`config.mk`:
```
export PLATFORM = sky130hd
export DESIGN_NAME = ldst_unit
export DESIGN_NICKNAME = d
export VERILOG_FILES = /design/src/rtl/ldst_pkg.sv /design/src/rtl/ldst_decode.sv /design/src/rtl/ldst_agu.sv /design/src/rtl/ldst_extend.sv /design/src/rtl/ldst_unit.sv
export SDC_FILE = /design/constraint.sdc
export NUM_CORES = 1
export LEC_CHECK = 0
export BUFFER_PORTS_ARGS = -buffer_cell sky130_fd_sc_hd__buf_2
export CORE_AREA = 2 2 199 201
export DETAILED_ROUTE_END_ITERATION = 8
export DIE_AREA = 0 0 201 203
export GPL_TIMING_DRIVEN = 0
export PLACE_DENSITY = 0.76
export SYNTH_ARGS = -nofsm -noshare
export SYNTH_HDL_FRONTEND = slang
export SYNTH_SLANG_ARGS = --single-unit
export TNS_END_PERCENT = 10
```
`constraint.sdc`:
```
create_clock -name clk -period 4.5 [get_ports clk]
set_input_delay 0.9 -clock clk [delete_from_list [all_inputs] [get_ports clk]]
set_output_delay 0.9 -clock clk [all_outputs]
set_load 0.005 [all_outputs]
```
`src/rtl/ldst_pkg.sv`:
```
package ldst_pkg;

  localparam logic [6:0] OPC_LOAD  = 7'b0000011;
  localparam logic [6:0] OPC_STORE = 7'b0100011;

  typedef enum logic [1:0] {
    SZ_BYTE = 2'd0,
    SZ_HALF = 2'd1,
    SZ_WORD = 2'd2,
    SZ_DBL  = 2'd3
  } acc_size_e;

  typedef struct packed {
    logic       is_store;
    logic       is_unsigned;
    logic       illegal;
    acc_size_e  size;
    logic [11:0] imm;
    logic [4:0]  rd;
  } acc_op_t;

  typedef enum logic [1:0] {
    ST_IDLE = 2'd0,
    ST_REQ  = 2'd1,
    ST_WAIT = 2'd2
  } ldst_state_e;

endpackage

```
`src/rtl/ldst_decode.sv`:
```
module ldst_decode
  import ldst_pkg::*;
(
  input  logic [31:0] instr,
  output acc_op_t     op
);

  logic [6:0] opcode;
  logic [2:0] fn3;
  logic [9:0] unused_src_fields;

  assign opcode            = instr[6:0];
  assign fn3               = instr[14:12];
  assign unused_src_fields = instr[24:15];

  always_comb begin
    op             = '0;
    op.rd          = instr[11:7];
    op.size        = acc_size_e'(fn3[1:0]);
    if (opcode == OPC_LOAD) begin
      op.is_store    = 1'b0;
      op.imm         = instr[31:20];
      op.is_unsigned = fn3[2];
      op.illegal     = (fn3 == 3'b111);
    end else if (opcode == OPC_STORE) begin
      op.is_store    = 1'b1;
      op.imm         = {instr[31:25], instr[11:7]};
      op.is_unsigned = 1'b0;
      op.illegal     = fn3[2];
    end else begin
      op.illegal     = 1'b1;
    end
  end

endmodule

```
`src/rtl/ldst_agu.sv`:
```
module ldst_agu
  import ldst_pkg::*;
#(
  parameter int XLEN = 64
) (
  input  logic [XLEN-1:0]   rs1,
  input  logic [XLEN-1:0]   rs2,
  input  logic [11:0]       imm,
  input  acc_size_e         size,
  output logic [XLEN-1:0]   addr,
  output logic              misaligned,
  output logic [XLEN/8-1:0] be,
  output logic [XLEN-1:0]   wdata
);

  localparam int BYTES = XLEN / 8;
  localparam int OFF_W = $clog2(BYTES);

  logic [OFF_W-1:0] off;
  logic [OFF_W:0]   nbytes;
  logic [OFF_W:0]   lo;
  logic [OFF_W:0]   hi;
  logic [XLEN-1:0]  kept;

  assign addr       = rs1 + {{(XLEN-12){imm[11]}}, imm};
  assign off        = addr[OFF_W-1:0];
  assign nbytes     = (OFF_W+1)'(1) << size;
  assign misaligned = |(off & OFF_W'(nbytes - 1'b1));
  assign lo         = {1'b0, off};
  assign hi         = lo + nbytes;

  for (genvar i = 0; i < BYTES; i++) begin : g_lane
    assign be[i] = ((OFF_W+1)'(i) >= lo) && ((OFF_W+1)'(i) < hi);
    assign kept[8*i +: 8] = ((OFF_W+1)'(i) < nbytes) ? rs2[8*i +: 8] : 8'h00;
  end

  assign wdata = kept << {off, 3'b000};

endmodule

```
`src/rtl/ldst_extend.sv`:
```
module ldst_extend
  import ldst_pkg::*;
#(
  parameter int XLEN = 64
) (
  input  logic [XLEN-1:0]          rdata,
  input  logic [$clog2(XLEN/8)-1:0] off,
  input  acc_size_e                size,
  input  logic                     is_unsigned,
  output logic [XLEN-1:0]          result
);

  logic [XLEN-1:0] lane0;

  assign lane0 = rdata >> {off, 3'b000};

  always_comb begin
    unique case (size)
      SZ_BYTE: result = {{(XLEN-8){lane0[7] & ~is_unsigned}}, lane0[7:0]};
      SZ_HALF: result = {{(XLEN-16){lane0[15] & ~is_unsigned}}, lane0[15:0]};
      SZ_WORD: result = {{(XLEN-32){lane0[31] & ~is_unsigned}}, lane0[31:0]};
      default: result = lane0;
    endcase
  end

endmodule

```
`src/rtl/ldst_unit.sv`:
```
module ldst_unit
  import ldst_pkg::*;
#(
  parameter int XLEN = 64
) (
  input  logic              clk,
  input  logic              rst_n,
  input  logic              op_valid,
  output logic              op_ready,
  input  logic [31:0]       op_instr,
  input  logic [XLEN-1:0]   op_rs1,
  input  logic [XLEN-1:0]   op_rs2,
  output logic              mem_req_valid,
  input  logic              mem_req_ready,
  output logic              mem_req_write,
  output logic [XLEN-1:0]   mem_req_addr,
  output logic [XLEN/8-1:0] mem_req_be,
  output logic [XLEN-1:0]   mem_req_wdata,
  input  logic              mem_rsp_valid,
  input  logic [XLEN-1:0]   mem_rsp_rdata,
  output logic              wb_valid,
  output logic [4:0]        wb_rd,
  output logic [XLEN-1:0]   wb_data,
  output logic              fault_misalign,
  output logic              fault_illegal,
  output logic [XLEN-1:0]   fault_addr
);

  localparam int BYTES = XLEN / 8;
  localparam int OFF_W = $clog2(BYTES);

  ldst_state_e       state;
  acc_op_t           dec;
  logic [XLEN-1:0]   ea;
  logic              mis;
  logic [BYTES-1:0]  lane_be;
  logic [XLEN-1:0]   lane_wdata;
  logic [XLEN-1:0]   ext_data;

  acc_size_e         held_size;
  logic              held_unsigned;
  logic [OFF_W-1:0]  held_off;

  ldst_decode u_decode (
    .instr (op_instr),
    .op    (dec)
  );

  ldst_agu #(.XLEN(XLEN)) u_agu (
    .rs1        (op_rs1),
    .rs2        (op_rs2),
    .imm        (dec.imm),
    .size       (dec.size),
    .addr       (ea),
    .misaligned (mis),
    .be         (lane_be),
    .wdata      (lane_wdata)
  );

  ldst_extend #(.XLEN(XLEN)) u_extend (
    .rdata       (mem_rsp_rdata),
    .off         (held_off),
    .size        (held_size),
    .is_unsigned (held_unsigned),
    .result      (ext_data)
  );

  assign op_ready      = (state == ST_IDLE);
  assign mem_req_valid = (state == ST_REQ);

  always_ff @(posedge clk or negedge rst_n) begin
    if (!rst_n) begin
      state          <= ST_IDLE;
      mem_req_write  <= 1'b0;
      mem_req_addr   <= '0;
      mem_req_be     <= '0;
      mem_req_wdata  <= '0;
      held_size      <= SZ_BYTE;
      held_unsigned  <= 1'b0;
      held_off       <= '0;
      wb_valid       <= 1'b0;
      wb_rd          <= '0;
      wb_data        <= '0;
      fault_misalign <= 1'b0;
      fault_illegal  <= 1'b0;
      fault_addr     <= '0;
    end else begin
      wb_valid       <= 1'b0;
      fault_misalign <= 1'b0;
      fault_illegal  <= 1'b0;
      unique case (state)
        ST_IDLE: begin
          if (op_valid) begin
            if (dec.illegal) begin
              fault_illegal <= 1'b1;
              fault_addr    <= ea;
            end else if (mis) begin
              fault_misalign <= 1'b1;
              fault_addr     <= ea;
            end else begin
              mem_req_write <= dec.is_store;
              mem_req_addr  <= ea;
              mem_req_be    <= lane_be;
              mem_req_wdata <= dec.is_store ? lane_wdata : '0;
              held_size     <= dec.size;
              held_unsigned <= dec.is_unsigned;
              held_off      <= ea[OFF_W-1:0];
              wb_rd         <= dec.rd;
              state         <= ST_REQ;
            end
          end
        end
        ST_REQ: begin
          if (mem_req_ready) begin
            state <= mem_req_write ? ST_IDLE : ST_WAIT;
          end
        end
        ST_WAIT: begin
          if (mem_rsp_valid) begin
            wb_valid <= 1'b1;
            wb_data  <= ext_data;
            state    <= ST_IDLE;
          end
        end
        default: state <= ST_IDLE;
      endcase
    end
  end


  req_hold_chk: assert property (@(posedge clk) disable iff (!rst_n)
    (mem_req_valid && !mem_req_ready) |=>
      (mem_req_valid && $stable(mem_req_addr) && $stable(mem_req_be) &&
       $stable(mem_req_wdata) && $stable(mem_req_write)));


  fault_no_req_chk: assert property (@(posedge clk) disable iff (!rst_n)
    fault_misalign |-> (!mem_req_valid && op_ready));


  fault_excl_chk: assert property (@(posedge clk) disable iff (!rst_n)
    fault_illegal |-> (!fault_misalign && !mem_req_valid));


  wb_single_chk: assert property (@(posedge clk) disable iff (!rst_n)
    wb_valid |=> !wb_valid);


  wb_after_rsp_chk: assert property (@(posedge clk) disable iff (!rst_n)
    $rose(wb_valid) |-> $past(mem_rsp_valid));


  ready_excl_chk: assert property (@(posedge clk) disable iff (!rst_n)
    op_ready |-> !mem_req_valid);


  be_width_chk: assert property (@(posedge clk) disable iff (!rst_n)
    mem_req_valid |-> ($countones(mem_req_be) == 1 || $countones(mem_req_be) == 2 ||
                       $countones(mem_req_be) == 4 || $countones(mem_req_be) == 8));

endmodule

```
== Word-level counts from Yosys, hierarchy flattened ==
Index checks and enable logic that the tools add are counted.
W data, S select, Z words.

* Equal/unequal tests: 12
* Magnitude comparators: 24
* Reduce and logical (&&, ||, !) cells: 16
* Bitwise logic cells: 7
* Muxes and demuxes: 33
* Add/sub/neg operators: 3
* Shifts and indexed selects: 3

{| class="wikitable"
|+ Operators by type and width
! cell !! number
|-
| $mux W64 || 3
|-
| $pmux W64 S3 || 1
|-
| $add A64 B64 Y64 || 1
|-
| $mux W8 || 8
|-
| $shl A64 B6 Y64 || 1
|-
| $shr A64 B6 Y64 || 1
|-
| $lt A3 B4 Y1 const A || 8
|-
| $mux W12 || 2
|-
| $lt A1 B4 Y1 const A || 4
|-
| $lt A2 B4 Y1 const A || 4
|-
| $mux W2 || 7
|-
| $ge A3 B3 Y1 const A || 4
|-
| $mux W1 || 10
|-
| $logic_and A1 B1 Y1 || 8
|-
| $ne A2 B2 Y1 const B || 4
|-
| $eq A7 B2 Y1 const B || 1
|-
| $eq A7 B6 Y1 const B || 1
|-
| $ge A1 B3 Y1 const A || 2
|-
| $ge A2 B3 Y1 const A || 2
|-
| $pmux W2 S3 || 1
|-
| $reduce_and A5 Y1 || 1
|-
| $add A3 B4 Y4 || 1
|-
| $eq A2 B1 Y1 const B || 2
|-
| $eq A2 B2 Y1 const B || 2
|-
| other kinds (14) || 19
|}

* Register bits after elaboration: 281
* Input port bits: 229

== Longest topological paths before layout ==
Gate-level depths: netlist of the first run.

* Depth in word-level cells: 10
* Depth in mapped cells: 17
* Gate-level depth less buffers: 14

== Modules after synthesis ==
From an unflattened synthesis of the first run, not the netlist that was laid out.

* Cells, all modules: 1922
* Area total of the unflattened synthesis: 19429.9 sq um

{| class="wikitable"
|+ Modules (own cells, without submodules)
! module !! cells an instance !! area an instance (sq um) !! instances
|-
| ldst_unit || 730 || 11023.1 || 1
|-
| ldst_agu || 885 || 5788.1 || 1
|-
| ldst_extend || 264 || 2279.7 || 1
|-
| ldst_decode || 43 || 339.1 || 1
|}

== Worst setup path before layout of the first run ==
No wires, ideal clock.

* Path type: input port to flip-flop
* Start point: input port op_instr[3]
* End point: register fault_addr[59]
* Setup time: 0.069 ns
* Stages on the path: 16
* Data required time: 4.431 ns
* Setup slack: -0.802 ns
* Arrival: 5.233 ns
* Path through: nor4_1 -> and3_1 -> clkbuf_1 -> clkbuf_1 -> nand2_1 -> inv_1 -> ha_1 -> clkbuf_1 -> a21o_1 -> o21bai_1 -> a21o_1 -> a221o_1 -> a21oi_1 -> a211oi_2 -> or4_1 -> nand3_1

* Longest elaborated chain between the ends: 8

{| class="wikitable"
|+ Ends and longest elaborated chain
! item !! RTL line !! text
|-
| start, declared || ldst_unit.sv:10 || <nowiki>input logic [31:0] op_instr,</nowiki>
|-
| $eq A7 B6 Y1 || ldst_decode.sv:25 || <nowiki>end else if (opcode == OPC_STORE) begin</nowiki>
|-
| $mux W12 || ldst_decode.sv:25 ||
|-
| $mux W12 || ldst_decode.sv:20 || <nowiki>if (opcode == OPC_LOAD) begin</nowiki>
|-
| $add A64 B64 Y64 || ldst_agu.sv:25 || <nowiki>assign addr = rs1 + {{(XLEN-12){imm[11]}}, imm};</nowiki>
|-
| $and A3 B3 Y3 || ldst_agu.sv:28 || <nowiki>assign misaligned = |(off & OFF_W'(nbytes - 1'b1));</nowiki>
|-
| $reduce_or A3 Y1 || ldst_agu.sv:28 ||
|-
| $reduce_bool A2 Y1 (no line) || -- ||
|-
| $reduce_and A3 Y1 (no line) || -- ||
|-
| end signal, assigned || ldst_unit.sv:86 || <nowiki>fault_addr <= '0;</nowiki>
|-
| end signal, assigned || ldst_unit.sv:96 || <nowiki>fault_addr <= ea;</nowiki>
|-
| end signal, assigned || ldst_unit.sv:99 || <nowiki>fault_addr <= ea;</nowiki>
|-
| end, declared || ldst_unit.sv:26 || <nowiki>output logic [XLEN-1:0] fault_addr</nowiki>
|}

Several ways; a longest one is shown, not always the timed one. The select of a mux whose other input is x is not followed.
A chain may end at the register's enable or synchronous reset.

== Final worst setup path of the first run ==
* Start point: input port op_instr[6]
* End point: register fault_addr[60]

The elaborated chain is that of the path after synthesis.

==> results.txt, run 1 <==
Syn Nets = 2371
commonest non-fill, non-tap cells in the layout = 504 x buf_2, 323 x nand2_1, 278 x dfrtp_1
core area = 0.0385 mm²
number of synthesized flops with an enable pin = 0
global route overflow = 0
hold buffer count at cts = 0
share of the synthesized area in the top cell type = 0.389
die height = 203 µm
Final Hold Violating Endpoints = 0
FF+latch count, synth = 278
Worst slew margin = 0.234
sequential area share after synthesis = 0.389
RSZ-0062 raised after global routing = yes
Tmin final = 4.44 ns
Clk Tree Root Cell = clkbuf_16
GP Congestion = 1.01
number of warning messages in the yosys log = 0
Post-DP Area = 0.0213 mm²
Gate Count Post-Synth = 2067
min-delay worst type = primary input to async pin
Final Cell Area = 0.0226 mm²
row count = 72
FFs w/ async S/R, synth = 1.00
Starting Density = 0.465
final WL = 78700 µm
commonest non-fill, non-tap cell in the layout = buf_2
combined area of the multi-input logic cells = 0.0104 mm²
vias in the first global route = 18700
DRT iter0 DRCs = 2023
Leakage Power = 11.1 nW
CTS Buf Count = 31
Max Slew Vio Count = 0
area leader, netlist = dfrtp_1
Remaining DRCs = 0
fin worst setup slack = 0.0572 ns
first-pass GRT wire length = 117000 µm
setup_tns = 0 ns
GR Util All Layers = 0.374
post-layout total power = 7.05 mW
IO buf count = 497
Tcrit/Tclk final = 0.987
DR vias/cell = 6.10
Max Cap Viol = 0
CP arrival = 4.91 ns
crit start category = primary input
die area = 0.0408 mm²
total number of vias = 19300
post-synth cell types = 72
Synth Flop Type = dfrtp_1
crit end category = register
H-Tree Depth = 1
critical path type = primary input to register
NumNets Final = 2918
Die Wd = 201 µm
dpl hpwl = 62000 µm
layout cell share with drive strength beyond 1 = 0.265
CP cell instances = buf_2, nor4_4, and3_1, clkbuf_2, clkbuf_8, nand2_4, clkinvlp_4, buf_4, ha_1, clkbuf_1, a21oi_1, o21ai_1, a31oi_1, o31ai_2, a22oi_2, a31oi_1, a21oi_1, xor2_1, o21ai_1
clock-pin slew on the worst setup and hold paths = 0.06 ns
Setup Skew = 0.0160 ns
Worst-Skew Late Latency = 0.61 ns
worst-case clock buffer depth = 3
largest net degree at the start of global routing = 113
ranking of synthesized cells by area = dfrtp_1 39%, nand2_1 6.8%, o21ai_0 5.7%
Filler cells = 3530
endpoints failing setup = 0
area grow syn2layout = 26.3%
peak per-stage delay on the critical path = 0.45 ns
hold_ws = 0.258 ns
CTS tree = yes
Max Fanout on Critical Path = 13
DR WL/cell = 24.9 µm
Slew @ Worst Pin = 1.14 ns
Req. time, crit path = 4.96 ns
status = completed
initial antenna violation count = 7
peak supply drop = 323 µV
dpl ws = -1.80 ns
DRT antenna net count = 0
io pins = 504
iteration count of the initial detailed-routing pass = 6
slowest cell on the critical path = o31ai_2
register area = 0.00696 mm²
Avg Cell Area, Syn = 8.65 µm²
maximum clock frequency = 225 MHz
post-synthesis cell area = 0.0179 mm²
pwr dens = 312 mW/mm²
CTS Sinks = 278
registers in the layout, indices dropped and copies added (netlist names), 2 cells and up:
signal         flops
fault_addr        64
held_size          2
mem_req_addr      64
mem_req_be         8
mem_req_wdata     64
state              2
wb_data           64
wb_rd              5
layout make-up:
type                       count  area share
inverter                      32     0.00549
multi-input combinational   1605       0.463
timing repair buffer         516       0.120
clock inverter                14     0.00643
tap                          518      0.0287
timing repair inverter         3    0.000998
sequential                   278       0.308
antenna                        5    0.000554
clock buffer                  43      0.0399
buffer                       147      0.0270
through the flow:
| step | utilization | std cells |
|---|---|---|
| floorplan | - | 2067 |
| detailed placement | 0.553 | 3084 |
| global route | 0.587 | 3159 |
| finish | 0.587 | 3161 |
| CTS | 0.582 | 3145 |
| global placement | 0.551 | 3082 |
worst max-delay path: cells and delay by family:
kind	cells	cell delay, ns
simple gates	3	0.40
compound gates	8	1.75
fa+ha+maj	1	0.27
xor+xnor	1	0.21
buf+inv	6	1.35
report_power, final:
part / total (mW) / switching (mW) / internal, mW
registers: 2.86 / 0.139 / 2.72
logic: 1.55 / 0.954 / 0.601
clock network: 2.64 / 1.12 / 1.52
total: 7.05 / 2.21 / 4.84
per-layer routing:
metal	vias to the layer above	wire, µm	GRT usage
met4	4	4140	0.179
met3	188	7520	0.0825
li1	8597	-	-
met1	9434	30700	0.477
met2	1052	36300	0.606
met5	-	27	0
final timing paths:
| kind | from | endpoint | slack (ns) | cells past startpoint |
|---|---|---|---|---|
| setup / recovery | op_instr[6] | fault_addr[60] | 0.06 | 19 |
| hold / removal | rst_n | mem_req_wdata[58] | 0.26 | 1 |
| setup reg to reg | mem_req_addr[1] | wb_data[50] | 0.95 | 8 |
| hold reg to reg | wb_rd[4] | wb_rd[4] | 0.47 | 2 |
| max in group asynchronous | rst_n | fault_addr[32] | 3.25 | 2 |
| min in group clk | wb_rd[4] | wb_rd[4] | 0.47 | 2 |
Yosys cell counts, types with 3 or more instances:
cell      count
and2_1       11
inv_1        32
a21o_1       44
xnor2_1      25
and3_1       22
o21ai_1      27
mux2i_1      72
o21bai_1     14
buf_2         8
nand2_1     325
o22a_1        9
a211oi_1     17
mux2_2       39
clkbuf_1    120
or2_2         3
nand3_1      39
nand2b_1      9
nor3_1       20
and4_1        5
o21a_1       26
mux4_2       15
buf_1        24
o21ai_0     203
a22oi_1      31
nand3b_1      3
o31ai_1      17
o22ai_1      33
nor4_1        4
dfrtp_1     278
a221o_1      11
or3_1         6
nor2_1      149
ha_1         73
a22o_1       47
a31oi_1      28
a21oi_1     144
nor2b_1      22
a211o_1       4
o211ai_1      6
o41ai_1       3
or4_1         4
nand4_1      30
xor2_1       29
repair_timing:
| action | CTS | global route |
|---|---|---|
| gates resized for setup | 14 | 28 |
| setup buffers | 1 | 15 |
| cloned | 3 | 0 |
| endpoints found under the setup margin | 195 | 161 |
kinds of logic after synthesis:
group | share of synthesized area
and+or+nand+nor | 0.162
buffers and inverters | 0.0392
adders and majority gates | 0.0533
xor gates and xnor gates | 0.0274
muxes | 0.0838
DFF | 0.389
AOI/OAI and AO/OA | 0.245
Power figures use the tool's default switching activity.
==> inputs of run 2 (changes only) <==
--- a/config.mk
+++ b/config.mk
@@ -6,11 +6,11 @@
 export NUM_CORES = 1
 export LEC_CHECK = 0
 export BUFFER_PORTS_ARGS = -buffer_cell sky130_fd_sc_hd__buf_2
-export CORE_AREA = 2 2 199 201
+export CORE_MARGIN = 2
+export CORE_UTILIZATION = 48
 export DETAILED_ROUTE_END_ITERATION = 8
-export DIE_AREA = 0 0 201 203
 export GPL_TIMING_DRIVEN = 0
-export PLACE_DENSITY = 0.76
+export PLACE_DENSITY = 0.81
 export SYNTH_ARGS = -nofsm -noshare
 export SYNTH_HDL_FRONTEND = slang
 export SYNTH_SLANG_ARGS = --single-unit
==> constraint.sdc (replaced) <==
create_clock -name clk -period 3.75 [get_ports clk]
set_input_delay 0.75 -clock clk [delete_from_list [all_inputs] [get_ports clk]]
set_output_delay 0.75 -clock clk [all_outputs]
set_load 0.005 [all_outputs]
==> results.txt, run 2 (same netlist as run 1, synthesis figures left out) <==
layout cell share with drive strength beyond 1 = 0.315
status = completed
CTS Sinks = 278
die height = 197 µm
GR Util All Layers = 0.400
crit end category = register
RSZ-0062 raised after global routing = yes
DR vias/cell = 6.31
Slew @ Worst Pin = 1.34 ns
r2r endpoint = wb_data[54]
io pins = 504
CTS Buf Count = 30
DRT antenna net count = 0
endpoints failing setup = 0
Max Fanout on Critical Path = 7
crit start category = primary input
initial antenna violation count = 13
maximum clock frequency = 268 MHz
DRT iter0 DRCs = 2118
die area = 0.0388 mm²
utilization after layout = 0.639
pwr dens = 363 mW/mm²
worst setup path end = fault_addr[31]
row count = 70
peak supply drop = 376 µV
total number of vias = 19700
CP arrival = 4.19 ns
Remaining DRCs = 0
global route overflow = 0
core area = 0.0366 mm²
commonest non-fill, non-tap cell in the layout = buf_2
Max Slew Vio Count = 0
NumNets Final = 2922
GP Congestion = 1.04
commonest non-fill, non-tap cells in the layout = 511 x buf_2, 320 x nand2_1, 278 x dfrtp_1
Die Wd = 197 µm
worst setup path start = op_instr[4]
H-Tree Depth = 1
clock-pin slew on the worst setup and hold paths = 0.06 ns
Tmin final = 3.73 ns
IO buf count = 497
Setup Skew = 0.0149 ns
largest net degree at the start of global routing = 113
post-layout total power = 8.50 mW
worst-case clock buffer depth = 3
iteration count of the initial detailed-routing pass = 6
Final Cell Area = 0.0234 mm²
vias in the first global route = 18700
CTS tree = yes
Reg2Reg Setup Slack = 0.02 ns
critical path type = primary input to register
area grow syn2layout = 31.0%
Leakage Power = 11.3 nW
min-delay worst type = primary input to async pin
Max Cap Viol = 0
DR WL/cell = 25.8 µm
Reg2Reg Depth = 9
Starting Density = 0.488
first-pass GRT wire length = 117000 µm
final WL = 80600 µm
Worst slew margin = 0.105
dpl hpwl = 61800 µm
Clk Tree Root Cell = clkbuf_16
hold buffer count at cts = 0
Post-DP Area = 0.0212 mm²
Req. time, crit path = 4.21 ns
Tcrit/Tclk final = 0.996
Worst-Skew Late Latency = 0.59 ns
Final Hold Violating Endpoints = 0
worst r2r src = mem_req_addr[0]
-- run 2: cell types whose count changed in the layout (fill, tap and decap cells not counted), sizes merged, moves of 3 or more --
cell and change:
buf +22, clkinvlp +3, clkbuf -24, diode +8
inv -5, clkinv +6
-- run 2: final cells by class --
type | count | area (µm²)
antenna | 13 | 32.5
clock inverter | 19 | 189
tap | 468 | 586
timing repair inverter | 3 | 22.5
multi-input combinational | 1605 | 11100
fill | 3194 | 13200
buffer | 129 | 591
clock buffer | 37 | 838
sequential | 278 | 6960
timing repair buffer | 539 | 2980
inverter | 32 | 128
-- run 2: what timing repair did --
action	in CTS	in global routing
setup buffers	17	21
gates resized for setup	117	92
endpoints found under the setup margin	209	199
pin swaps	20	41
cloned	4	1
-- run 2: worst min path at each step --
stage,startpoint,endpoint,slack [ns],cells after the start
floorplan,rst_n,fault_addr[0],0.45,0
global placement,wb_rd[3],wb_rd[3],0.46,2
detailed placement,wb_rd[1],wb_rd[1],0.46,2
CTS,rst_n,state[0],0.09,1
global route,rst_n,state[0],0.11,1
finish,rst_n,state[0],0.08,1
-- run 2: per-layer routing --
metal	vias up	track usage	share of wire
li1	8600	-	-
met1	9569	0.501	0.38
met2	1259	0.637	0.45
met3	270	0.100	0.11
met4	4	0.219	0.066
met5	-	0	0.00030
-- run 2: report_power, final --
group	leakage, nW	total (mW)	internal (mW)	switching, mW
combinational	7.19	1.92	0.755	1.17
clock	0.508	3.14	1.79	1.35
sequential	3.60	3.43	3.26	0.170
total	11.3	8.50	5.81	2.68
-- run 2: worst max-delay path, cell delays in order --
cell	delay [ns]
buf_6	0.10
nor4_4	0.28
and3_4	0.30
clkbuf_16	0.17
nand2_8	0.09
clkinvlp_4	0.14
buf_12	0.15
ha_4	0.20
buf_6	0.13
a21o_1	0.17
o31a_1	0.33
or3_4	0.35
o21ai_4	0.22
nor3b_4	0.26
o31ai_2	0.09
xnor2_1	0.31
o21ai_1	0.12
-- run 2: per-stage QoR --
stage	setup slack [ns]	setup TNS, ns	hold slack, ns	std cells
final	0.0156	0	0.0766	3123
after global routing	-0.0854	-1.25	0.107	3119
after global placement	-3.06	-1213.53	0.456	3032
after CTS	-0.0959	-0.449	0.0864	3095
after floorplan	-0.841	-57.36	0.454	2067
after detailed placement	-2.60	-376.10	0.458	3034
